===== config.mk =====
export PLATFORM = sky130hd
export DESIGN_NAME = exc_vector_unit
export DESIGN_NICKNAME = d
export VERILOG_FILES = /design/src/rtl/exc_vector_unit.sv
export SDC_FILE = /design/constraint.sdc
export NUM_CORES = 1
export LEC_CHECK = 0
export BUFFER_PORTS_ARGS = -buffer_cell sky130_fd_sc_hd__buf_2
export CORE_AREA = 2 2 158 160
export CTS_CLUSTER_DIAMETER = 60
export DETAILED_ROUTE_END_ITERATION = 8
export DIE_AREA = 0 0 160 162
export PLACE_DENSITY_LB_ADDON = 0.25
export REMOVE_ABC_BUFFERS = 1
export SLEW_MARGIN = 20
export SYNTH_ARGS = -nofsm -noshare
export SYNTH_HDL_FRONTEND = slang
export SYNTH_SLANG_ARGS = --single-unit
export TNS_END_PERCENT = 30

===== constraint.sdc =====
create_clock -name clk -period 7.77 [get_ports clk]
set_input_delay 1.554 -clock clk [delete_from_list [all_inputs] [get_ports clk]]
set_output_delay 1.554 -clock clk [all_outputs]
set_load 0.01 [all_outputs]

===== src/rtl/exc_vector_unit.sv =====
module exc_vector_unit #(
  parameter logic [31:0] BOOT_GEN_BASE = 32'hBFC0_0200,
  parameter logic [31:0] BOOT_VEC      = 32'hBFC0_0000,
  parameter logic [31:0] DEBUG_VEC     = 32'hBFC0_0480
) (
  input  logic        clk,
  input  logic        rst_n,
  input  logic        take_i,
  input  logic [5:0]  kind_i,
  input  logic        refill_i,
  input  logic [1:0]  cop_i,
  input  logic        dm_i,
  input  logic        in_delay_i,
  input  logic [31:0] pc_i,
  input  logic [31:0] status_i,
  input  logic [31:0] cause_i,
  input  logic [31:0] ebase_i,
  input  logic [31:0] debug_i,
  output logic        valid_o,
  output logic        err_o,
  output logic [31:0] next_pc_o,
  output logic        epc_we_o,
  output logic [31:0] epc_o,
  output logic        eepc_we_o,
  output logic [31:0] eepc_o,
  output logic        depc_we_o,
  output logic [31:0] depc_o,
  output logic [31:0] status_o,
  output logic [31:0] cause_o,
  output logic [31:0] debug_o,
  output logic        dm_set_o
);
  localparam int ST_EXL = 1, ST_ERL = 2, ST_NMI = 19, ST_SR = 20, ST_BEV = 22;
  localparam int CA_BD = 31, CA_IV = 23;

  function automatic logic code_ok(input logic [4:0] c);
    case (c)
      5'd14, 5'd16, 5'd17, 5'd19, 5'd20, 5'd21,
      5'd26, 5'd27, 5'd28, 5'd29, 5'd31: code_ok = 1'b0;
      default: code_ok = 1'b1;
    endcase
  endfunction

  logic [5:0]  kind;
  logic        exl, bev, is_gen, is_rst, is_dbg;
  logic [31:0] base, offset, ret_pc;

  assign kind   = (kind_i == 6'd0 && dm_i) ? 6'd35 : kind_i;
  assign exl    = status_i[ST_EXL];
  assign bev    = status_i[ST_BEV];
  assign is_gen = !kind[5] && code_ok(kind[4:0]);
  assign is_rst = kind == 6'd32 || kind == 6'd33;
  assign is_dbg = kind >= 6'd34 && kind <= 6'd39;
  assign base   = bev ? BOOT_GEN_BASE : (ebase_i & ~32'h3FF);
  assign ret_pc = in_delay_i ? pc_i - 32'd4 : pc_i;

  always_comb begin
    case (kind)
      6'd0:       offset = cause_i[CA_IV] ? 32'h200 : 32'h180;
      6'd2, 6'd3: offset = (refill_i && !exl) ? 32'h0 : 32'h180;
      6'd30:      offset = bev ? 32'h100 : 32'h2000_0100;
      default:    offset = 32'h180;
    endcase
  end

  logic [31:0] n_pc, n_status, n_cause, n_debug;
  always_comb begin
    n_pc     = base + offset;
    n_status = status_i;
    n_cause  = cause_i;
    n_debug  = debug_i;
    if (is_gen) begin
      if (!exl) n_cause[CA_BD] = in_delay_i;
      n_cause[6:2] = kind[4:0];
      if (kind == 6'd11) n_cause[29:28] = cop_i;
      n_status[ST_EXL] = 1'b1;
    end else if (is_rst) begin
      n_pc = BOOT_VEC;
      n_status[ST_ERL] = 1'b1;
      n_status[ST_BEV] = 1'b1;
      if (kind == 6'd32) n_status[ST_NMI] = 1'b1;
      else               n_status[ST_SR]  = 1'b1;
      if (!exl) n_cause[CA_BD] = 1'b0;
    end else if (is_dbg) begin
      n_pc = DEBUG_VEC;
      if (!exl) n_cause[CA_BD] = 1'b0;
      case (kind)
        6'd34:   n_debug[0] = 1'b1;
        6'd35:   n_debug[5] = 1'b1;
        6'd36:   n_debug[4] = 1'b1;
        6'd37:   n_debug[1] = 1'b1;
        6'd38:   n_debug[3] = 1'b1;
        default: n_debug[2] = 1'b1;
      endcase
    end
  end

  always_ff @(posedge clk) begin
    if (!rst_n) begin
      valid_o <= 1'b0; err_o <= 1'b0; dm_set_o <= 1'b0;
      epc_we_o <= 1'b0; eepc_we_o <= 1'b0; depc_we_o <= 1'b0;
      next_pc_o <= '0; epc_o <= '0; eepc_o <= '0; depc_o <= '0;
      status_o <= '0; cause_o <= '0; debug_o <= '0;
    end else begin
      valid_o   <= take_i && (is_gen || is_rst || is_dbg);
      err_o     <= take_i && !(is_gen || is_rst || is_dbg);
      epc_we_o  <= take_i && is_gen && !exl;
      eepc_we_o <= take_i && is_rst;
      depc_we_o <= take_i && is_dbg;
      dm_set_o  <= take_i && is_dbg;
      if (take_i) begin
        next_pc_o <= n_pc;
        epc_o     <= ret_pc;
        eepc_o    <= ret_pc;
        depc_o    <= (kind == 6'd34) ? pc_i : ret_pc;
        status_o  <= n_status;
        cause_o   <= n_cause;
        debug_o   <= n_debug;
      end
    end
  end

  AST_ONE_SAVE: assert property (@(posedge clk) disable iff (!rst_n)
    $onehot0({epc_we_o, eepc_we_o, depc_we_o}));
  AST_ERR_QUIET: assert property (@(posedge clk) disable iff (!rst_n)
    err_o |-> !valid_o && !dm_set_o && !epc_we_o && !eepc_we_o && !depc_we_o);
  AST_NEEDS_STROBE: assert property (@(posedge clk) disable iff (!rst_n)
    (valid_o || err_o) |-> $past(take_i));
  AST_EPC_EXL_CLEAR: assert property (@(posedge clk) disable iff (!rst_n)
    epc_we_o |-> !$past(status_i[ST_EXL]) && status_o[ST_EXL]);
  AST_DEBUG_VEC: assert property (@(posedge clk) disable iff (!rst_n)
    depc_we_o |-> next_pc_o == DEBUG_VEC && dm_set_o);
  AST_BOOT_VEC: assert property (@(posedge clk) disable iff (!rst_n)
    eepc_we_o |-> next_pc_o == BOOT_VEC && status_o[ST_ERL] && status_o[ST_BEV]);
endmodule


== After elaboration in Yosys (flattened, before gate mapping) ==
Memory sizes are Yosys's and may differ from the RTL's.
Cells that the tools add are included.

* Flip-flop bits (word level): 197
* ROM bits: 32
* Word-level logic and storage cells: 84
* Memories: 1

{| class="wikitable"
|+ Memories
! memory !! depth !! width !! rd ports !! clocked after Yosys merged registers in !! write ports !! RTL line !! text
|-
| (no name shown) || 32 || 1 || 1 || 0 || 0 || 37 || <nowiki>case (c)</nowiki>
|}

* Add/subtract/negate cells: 2
* Order comparisons: 2
* Eq/ne operators: 11
* Multiplexer cells: 37
* Reductions and logical operators: 20

{| class="wikitable"
|+ Operators with widths
! operator !! number
|-
| two-way mux 32 bit || 6
|-
| case mux 30 bit (3 select lines) || 1
|-
| == test 6 bit (second input constant) || 7
|-
| adder 32 bit || 1
|-
| subtractor 32 x 3 -> 32 bit (second input constant) || 1
|-
| two-way mux 30 bit || 1
|-
| two-way mux 6 bit || 4
|-
| two-way mux 1 bit || 18
|-
| == test 6 x 2 -> 1 bit (second input constant) || 2
|-
| zero test 6 bit || 2
|-
| logical AND 1 bit || 10
|-
| two-way mux 10 bit || 1
|-
| two-way mux 9 bit || 1
|-
| two-way mux 2 bit || 4
|-
| == test 6 x 4 -> 1 bit (second input constant) || 1
|-
| == test 6 x 5 -> 1 bit (second input constant) || 1
|-
| >= comparator 6 bit (second input constant) || 1
|-
| <= comparator 6 bit (second input constant) || 1
|-
| two-way mux 5 bit || 1
|-
| OR reduction 5 bit || 1
|-
| zero test 1 bit || 3
|-
| logical OR 1 bit || 3
|-
| OR reduction 2 bit || 1
|}

== Logic depth before layout (Yosys ltp) ==
Gate-level depths: netlist (run 1).

* Word-level depth: 10
* Depth in mapped cells: 9

== Least setup slack after synthesis (run 1) ==
OpenSTA, ideal clock, no wires.

* Path kind: input-to-reg
* From: in kind_i[4]
* To: reg next_pc_o[29]
* Arrival: 3542 ps
* Required time: 7621 ps
* Slack: 4078 ps
* Stages on the path: 9
* Cells stage by stage: clkbuf_1 -> nor3_2 -> and4b_1 -> ha_1 -> and4_1 -> nand4_1 -> nor4b_1 -> xnor2_1 -> a21oi_1

* Word-level cells in the longest chain between the ends: 10

{| class="wikitable"
|+ Ends and longest elaborated chain
! element !! RTL line !! text
|-
| start: declaration || 9 || <nowiki>input logic [5:0] kind_i,</nowiki>
|-
| zero test 6 bit || 48 || <nowiki>assign kind = (kind_i == 6'd0 && dm_i) ? 6'd35 : kind_i;</nowiki>
|-
| logical AND 1 bit || 48 ||
|-
| two-way mux 6 bit * || 48 ||
|-
| == test 6 x 2 -> 1 bit || 58 || <nowiki>case (kind)</nowiki>
|-
| OR reduction 2 bit || 58 ||
|-
| case mux 30 bit (3 select lines) || 58 ||
|-
| adder 32 bit || 68 || <nowiki>n_pc = base + offset;</nowiki>
|-
| two-way mux 32 bit || 84 || <nowiki>end else if (is_dbg) begin</nowiki>
|-
| two-way mux 32 bit || 77 || <nowiki>end else if (is_rst) begin</nowiki>
|-
| two-way mux 32 bit * || 72 || <nowiki>if (is_gen) begin</nowiki>
|-
| end signal: assignment || 112 || <nowiki>next_pc_o <= n_pc;</nowiki>
|-
| end: declaration || 21 || <nowiki>output logic [31:0] next_pc_o,</nowiki>
|}

Mark *: on every way between the ends. The rest lies on a longest branch, timed or not.
A chain may end at the register's enable or synchronous reset.

== Worst setup path in the final report (run 1) ==
Ends and elaborated chain as after synthesis.

==> results.ini, run 1 <==
[run_status]
status = finished clean

[yosys]
synth_ff_type = dfxtp_1
synth_cell_types = 61
synth.avg_cell_area_um2 = 8.885
synth_most_common_cell = dfxtp_1
yosys-top-cells-count = dfxtp_1, nor2_1, mux2i_1
synthArstFlopShare = 0
synthTopCellsByArea = dfxtp_1, mux2i_1, nor2_1
synth-edff-count = 0
syn_area_mm2 = 0.008547
seq_area_frac_synth = 0.4403
ys_ff_latch = 188
yosysWarnings = 0
synth_area_leader_cell = dfxtp_1
synth_cells = 962
netlist.area_leader.share = 0.4403

[detailed_routing]
route.detailed.drc = 0
drtPass1Iterations = 4
routed_wl_mm = 25.23
vias_per_cell = 4.923
vias = 7896
routedWlPerCell_um = 15.73
drtIter0Drc = 449
ant_nets = 0

[worst_setup_path]
startpoint = kind_i[4]
cp-end-kind = flip-flop
path_class = input port to flip-flop
startpoint_type = input port
required_ps = 8080
crit_path_max_fanout = 10
r2r_start = eepc_o[6]
reg2reg_depth = 2
r2r-end = eepc_o[6]
crit_arrival_ps = 4030
ff2ff_setup_slack_ps = 6970
cp-endpoint = next_pc_o[29]

[clock_tree]
post_cts_buffers = 0
h-tree-depth = 4
clockBufferDepth = 2
numCtsBuffers = 17
cts_tree = done
clock_latency_ps = 410
cts_hold_buf = 0
cts_resized = 0
path_clk_slew_ps = 70
cts_root_buf = clkbuf_16
cts_sinks = 188

[min_path]
min_path_type = flip-flop to flip-flop
min_from = next_pc_o[16]

[floorplan]
rows = 57
start_util = 0.3546
core_mm2 = 0.02411
die_area_mm2 = 0.02592
die_x_um = 160
fp.dieH_um = 162
pin_count = 404

[sta]
final.setup.worst_slack_ps = 4046
clock.fmax_mhz = 268.5
fin_setup_tns_ps = 0
tightest_slew_ps = 1021
period_needed_ps = 3724
setup_viol = 0
hold_viol_final = 0
fin_crit_sh = 0.4793
fin_worst_skew_ps = 0
relSlewSlack = 0.3192
rsz0062_at_grt = no
drv_slew = 0

[placement]
post_dp_cell_area_mm2 = 0.01034
portBuffers = 386
place_ws_ps = 3642
dp_hpwl_mm = 18.14
place_congestion = 0.7893

[pwr]
power_density_mw_per_mm2 = 205.4
peakVddDrop_v = 0.0001389
p_total_mw = 2.240
power_leakage_nw = 5.097

[grt]
grt_overflow_total = 0
grt_pass1_vias = 7294
grt_pass1_wl_mm = 38.86
antenna_found_initial = 1
track_usage = 0.1844
grt_start_max_net_pins = 81

[final_layout]
syn_to_final_growth_pct = 27.60
postLayoutCoreUtil = 0.4524
fillers = 2505
fin_area_mm2 = 0.01091
drive_gt1_frac = 0.3456
layout.nets = 1444

[run]
maxCapViolations = 0

-- layout make-up --
| type | instances | area, um2 | share of cell area |
|---|---|---|---|
| repair buffers | 392 | 1987 | 0.1822 |
| inverters | 9 | 36.28 | 0.003327 |
| well taps | 324 | 405.4 | 0.03717 |
| clock inverters | 14 | 132.6 | 0.01216 |
| multi-input cells | 659 | 4153 | 0.3808 |
| flip-flops and latches | 188 | 3764 | 0.3451 |
| diodes | 1 | 2.502 | 0.0002295 |
| clock buffers | 17 | 425.4 | 0.03901 |
-- registers in the layout (all words and copies together) (netlist names) --
name       count
cause_o       32
debug_o       32
eepc_o        32
status_o      32
depc_o        30
next_pc_o     25
dm_set_o       1
eepc_we_o      1
epc_we_o       1
err_o          1
valid_o        1
-- critical path, stage by stage --
cell     delay [ps]
buf_2           160
nor3_2          510
and4b_1         330
ha_1            190
and4_1          290
nand4_1         210
nor4b_1         540
xnor2_1         180
a21oi_1          80
-- per-layer routing --
layer / share of wire / wire length (um) / track usage
met3: 0.063 / 1581 / 0.04980
met1: 0.44 / 11140 / 0.2305
met2: 0.48 / 12130 / 0.3148
met5: 0 / 0 / 0
met4: 0.015 / 376 / 0.05037
-- worst min path at each step --
stage	end	slack, ps	depth (start not counted)
floorplan	next_pc_o[10]	490	2
global placement	next_pc_o[10]	450	2
detailed placement	next_pc_o[16]	450	2
CTS	next_pc_o[16]	460	2
global route	next_pc_o[10]	490	2
finish	next_pc_o[16]	460	2
-- cell usage in the layout (no fill, tap or decap), types with 4 or more instances in the layout --
cell	n
dfxtp_1	188
or3_1	13
o21ai_0	82
xor2_1	23
nor3b_1	4
nor2b_1	10
conb_1	7
buf_2	385
nor4_1	13
buf_4	6
nand2b_1	6
inv_1	8
a22oi_1	10
clkbuf_16	17
nand2_1	26
nand3_1	18
xnor2_1	37
clkinv_4	5
a31oi_1	13
nor2_1	137
mux2i_1	83
a211oi_1	16
a311oi_1	4
nor3_1	18
nand4_1	11
a21oi_1	65
-- through the flow --
| stage | instances | hold slack [ps] |
|---|---|---|
| 6_report | 1604 | 463.2 |
| 3_5_place_dp | 1572 | 454.7 |
| 2_1_floorplan | 856 | 485.6 |
| 5_1_grt | 1604 | 485.3 |
| 4_1_cts | 1603 | 464.9 |
| 3_3_place_gp | 1572 | 449.6 |
-- power breakdown --
part	total [mW]	switching (mW)	leakage (nW)	internal [mW]
logic	0.347	0.199	3.27	0.148
clock network	0.836	0.413	0.273	0.423
registers	1.06	0.0318	1.56	1.02
-- cell families after synthesis --
kind of cell               after synthesis  share of synthesized area
xor gates and xnor gates                60                    0.06148
muxes                                   84                    0.09852
and+or+nand+nor                        288                     0.1686
buffers and inverters                  121                    0.07671
AOI/OAI and AO/OA                      217                     0.1495
DFF                                    188                     0.4403
other                                    1                  0.0004388
adders and majority gates                3                   0.004392
Power figures use the tool's default switching activity.
==> run 2, diff against run 1 <==
- ABC_AREA: unset -> 1
- clock period: 7.77 -> 3.8 ns (I/O delays scaled with it)
==> run 2 against run 1 <==
Against the previous run:
- synthesized cell count up 38%
- clock skew unchanged
- power increased by 110%
- clock power is 120% higher
- sequential cell count unchanged
- hold slack better by 0.66 ps
- global-route usage up 3.3 points
- non-clock buffer count is 3 higher
- combinational power grew 120%
- wire length increased by 16%
- largest cell class unchanged
- largest power group unchanged
- highest routed layer is now met5
==> results.ini, run 2 <==
[worst_setup_path]
startpoint_type = input port
r2r_start = eepc_o[13]
startpoint = kind_i[3]
crit_arrival_ps = 3020
path_class = input port to flip-flop
required_ps = 4120
cp-end-kind = flip-flop
crit_path_max_fanout = 5

[placement]
portBuffers = 386
dp_hpwl_mm = 21.34
place_congestion = 0.9061
placed_cells = 1940

[clock_tree]
cts_hold_buf = 0
cts_sinks = 188
post_cts_buffers = 0
path_clk_slew_ps = 70
cts_tree = done
h-tree-depth = 4
clock_latency_ps = 420
cts_resized = 0
numCtsBuffers = 17
clockBufferDepth = 2
cts_root_buf = clkbuf_16

[yosys]
synth_ff_type = dfxtp_1
syn_area_mm2 = 0.009000
netlist.area_leader.share = 0.4182
synthTopCellsByArea = dfxtp_1, nor2_1, nand2_1
synth-edff-count = 0
synth_most_common_cell = nor2_1
synthArstFlopShare = 0
yosys-top-cells-count = nor2_1, nand2_1, dfxtp_1
synth_area_leader_cell = dfxtp_1
ys_ff_latch = 188
synth.avg_cell_area_um2 = 6.797
synth_cells = 1324
seq_area_frac_synth = 0.4182
synth_cell_types = 39
yosysWarnings = 0

[pwr]
peakVddDrop_v = 0.0002301
p_total_mw = 4.737
comb_power_share = 0.160
pwr-share-clk = 0.384
internal_power_mw = 3.298
p_sw_frac = 0.3038
power_density_mw_per_mm2 = 413.5
power_frac_seq = 0.456
power_leakage_nw = 5.935
p_switching_mw = 1.439

[final_layout]
layout_common_cells = buf_2, nor2_1, nand2_1, dfxtp_1, o21ai_0
final_common_cell = buf_2
final_cells = 1974
syn_to_final_growth_pct = 27.29
layout.nets = 1812
drive_gt1_frac = 0.2773
postLayoutCoreUtil = 0.4752
fillers = 2557

[min_path]
min_from = depc_o[13]
min_path_type = flip-flop to flip-flop

[floorplan]
rows = 57
pin_count = 404
fp.dieH_um = 162
core_mm2 = 0.02411
die_area_mm2 = 0.02592
start_util = 0.3734
die_x_um = 160

[run]
maxCapViolations = 0

[detailed_routing]
drtPass1Iterations = 7
routedWlPerCell_um = 14.81
vias_per_cell = 4.791
vias = 9457
ant_nets = 0
drtIter0Drc = 474
route.detailed.drc = 0
routed_wl_mm = 29.23

[sta]
drv_slew = 0
fin_crit_sh = 0.7098
setup_viol = 0
period_needed_ps = 2697
fin_worst_skew_ps = 0
fin_setup_tns_ps = 0
hold_viol_final = 0
clock.fmax_mhz = 370.7
tightest_slew_ps = 871.4
rsz0062_at_grt = no
relSlewSlack = 0.4184

[grt]
grt_pass1_vias = 8446
grt_overflow_total = 0
antenna_found_initial = 3
grt_start_max_net_pins = 87
grt_pass1_wl_mm = 45.33
track_usage = 0.2173

[run_status]
status = finished clean

## run 2: per-layer routing
| layer | up-vias | wire length, um | track usage |
|---|---|---|---|
| li1 | 4832 | - | - |
| met3 | 34 | 1653 | 0.04137 |
| met1 | 4303 | 13210 | 0.2824 |
| met5 | - | 12 | 0 |
| met2 | 286 | 13840 | 0.3695 |
| met4 | 2 | 505 | 0.06183 |
## run 2: cell families after synthesis
| kind of cell | count (synthesis) | share of synthesized area |
|---|---|---|
| simple gates | 618 | 0.2860 |
| compound gates | 261 | 0.1533 |
| buf+inv | 232 | 0.1175 |
| flops | 188 | 0.4182 |
| xor+xnor | 21 | 0.02044 |
| fa+ha+maj | 3 | 0.004171 |
| other cells | 1 | 0.0004167 |
## run 2: path summary, 6_finish.rpt
check	to	slack, ps	cells after the start
worst max register to register	eepc_o[13]	3090	2
worst max-delay path	next_pc_o[31]	1100	18
worst min-delay path	depc_o[13]	460	2
worst min register to register	depc_o[13]	460	2
## run 2: critical path: stages
cell and delay, ps:
buf_2 130, nor2_2 180, nand2_1 120, inv_1 100
nand4_1 110, nor2_1 200, ha_1 220, nand3_1 80
nor2_1 230, inv_1 120, nor2_1 190, nand3_1 140
nand2_1 100, nand2_1 70, nand2_1 60, nand2_1 50
nor2_1 100, nor2_1 40
## run 2: power by group through the flow
stage	clock network [mW]	registers [mW]	logic (mW)
3_5_place_dp	0	2.21	0.759
4_1_cts	1.87	2.16	0.763
6_report	1.82	2.16	0.757
5_1_grt	1.96	2.18	0.845
2_1_floorplan	0	2.28	0.290
3_3_place_gp	0	2.20	0.752
## run 2: cell type report
type / count / area, um2 / share of cell area
sequential: 188 / 3764 / 0.3285
timing repair buffer: 395 / 2008 / 0.1753
clock buffer: 18 / 439.2 / 0.03834
clock inverter: 14 / 163.9 / 0.01431
tap: 324 / 405.4 / 0.03539
inverter: 123 / 469.2 / 0.04096
antenna: 2 / 5.005 / 0.0004369
multi-input combinational: 910 / 4202 / 0.3668
## run 2: metrics by stage
| step | area (um2) | hold WS (ps) | setup slack [ps] |
|---|---|---|---|
| final | 11460 | 463.8 | 1103 |
| after global routing | 11460 | 481.7 | 738.0 |
| after CTS | 11450 | 465.1 | 1133 |
| after detailed placement | 10850 | 453.4 | 685.3 |
| after global placement | 10850 | 450.6 | 714.0 |
| after floorplan | 8428 | 490.0 | 119.6 |
==> run 3, diff against run 2 <==
- CORE_AREA: 2 2 158 160 -> 2 2 157 159
- DIE_AREA: 0 0 160 162 -> 0 0 159 161
- clock period: 3.8 -> 2.2 ns (I/O delays scaled with it)
==> run 3 against run 2 <==
Against the previous run:
- setup slack worse by 920 ps
- via count up 1.9%
- non-clock buffer count up 44
- critical endpoint is now next_pc_o[24]
- largest cell class unchanged
==> results.ini, run 3 (synthesis gave the netlist of run 2 again) <==
[run_status]
status = finished clean

[grt]
grt-busiest-layer = met2
grt_pass1_vias = 8761
antenna_found_initial = 1
globalRouteMet1Util = 0.2828
track_usage = 0.2200
grt_util_met2 = 0.3779
grt_overflow_total = 0
grt_pass1_wl_mm = 45.75
grt_use_met3 = 0.04802
grt_start_max_net_pins = 112

[worst_setup_path]
required_ps = 2520
path_class = input port to flip-flop
crit_path_max_fanout = 4
startpoint_type = input port
crit_arrival_ps = 2330
path_buf_inv = 4
path_cells = buf_2 > nor2_2 > nand2_1 > inv_1 > nand4_1 > nor2_2 > ha_2 > nand3_1 > nor2_4 > inv_2 > buf_4 > nor2_4 > nand4_1 > xnor2_1 > a21oi_1
critPathSlowestCell = ha_2
cp_top_family = simple AND/OR/NAND/NOR gates
slowest_delay_ps = 190
cp-end-kind = flip-flop

[sta]
period_needed_ps = 2019
whs_ps = 228.0
final.setup.worst_slack_ps = 180.5
drv_slew = 0
fin_crit_sh = 0.9179
setup_viol = 0
hold_viol_final = 0
fin_worst_skew_ps = 0
clock.fmax_mhz = 495.2

[floorplan]
pin_count = 404
die_x_um = 159
rows = 57
start_util = 0.3756
core_mm2 = 0.02396
die_area_mm2 = 0.02560
fp.dieH_um = 161

[final_layout]
drive_gt1_frac = 0.2996
layout.nets = 1856
fin_area_mm2 = 0.01189
syn_to_final_growth_pct = 32.12
final_common_cell = buf_2
layout_common_cells = buf_2, nor2_1, nand2_1, dfxtp_1, o21ai_0

[min_path]
min_path_type = input port to flip-flop

[detailed_routing]
drtIter0Drc = 616
routedWlPerCell_um = 14.58
routed_wl_mm = 29.40
vias = 9639
ant_nets = 0
vias_per_cell = 4.779
route.detailed.drc = 0
drtPass1Iterations = 7

[pwr]
peakVddDrop_v = 0.0004439
power_leakage_nw = 6.185
power_density_mw_per_mm2 = 699.2

[clock_tree]
cts_hold_buf = 0
numCtsBuffers = 17
clock_latency_ps = 430
cts_sinks = 188
cts_tree = done
clockBufferDepth = 2
cts_root_buf = clkbuf_16
path_clk_slew_ps = 80
h-tree-depth = 4

[placement]
portBuffers = 386
place_ws_ps = -336.2
place_congestion = 0.8986
post_dp_cell_area_mm2 = 0.01124
dp_hpwl_mm = 21.92

[run]
maxCapViolations = 0

run 3: cell types whose count changed in the layout (fill, tap and decap cells not counted), moves of 2 or more:
cell,change
inv_2,+2
buf_12,+6
nor2_1,-3
nor2_4,+2
buf_4,+39
run 3: worst register-to-register path: cells and delay by family (launching register included):
kind	cells	cell delay (ps)
flops	1	450
compound gates	1	80
simple gates	1	100
run 3: timing repair:
action	CTS	global route
buffers inserted	0	1
gates resized for setup	0	8
setup endpoints to repair	0	9
run 3: final timing paths:
check | depth (start not counted) | endpoint | from | slack [ps]
max reg2reg | 2 | eepc_o[13] | eepc_o[13] | 1500
max | 15 | next_pc_o[24] | kind_i[3] | 180
min reg2reg | 2 | depc_o[5] | depc_o[5] | 460
min | 3 | status_o[26] | status_i[26] | 230
run 3: area by class of cell:
| class | instances | area, um2 |
|---|---|---|
| Clock inverter | 15 | 191.4 |
| Inverter | 123 | 465.4 |
| Multi-Input combinational cell | 910 | 4227 |
| Tap cell | 324 | 405.4 |
| Sequential cell | 188 | 3764 |
| Fill cell | 2460 | 12070 |
| Timing Repair Buffer | 439 | 2410 |
| Antenna cell | 1 | 2.502 |
| Clock buffer | 17 | 425.4 |
run 3: per-layer routing:
layer  up-vias  part of all wire
li1       4928                 -
met1      4371              0.45
met2       319              0.48
met3        21             0.059
met4         0             0.013
met5         -                 0
run 3: through the flow:
step	util	cells	power, mW	TNS, ps
after floorplan	-	1221	4.443	-124080
after global placement	0.4690	1983	5.165	-2752
after detailed placement	0.4690	1983	5.181	-3935
after CTS	0.4947	2015	8.415	0
after global routing	0.4962	2017	8.718	-0.3846
final	0.4962	2017	8.314	0
run 3: where the power goes:
part | leakage [nW] | internal (mW) | total [mW] | switching [mW]
Clock | 0.298 | 1.65 | 3.22 | 1.57
Combinational | 4.33 | 0.542 | 1.36 | 0.817
Sequential | 1.56 | 3.63 | 3.74 | 0.113
Total | 6.19 | 5.82 | 8.31 | 2.50
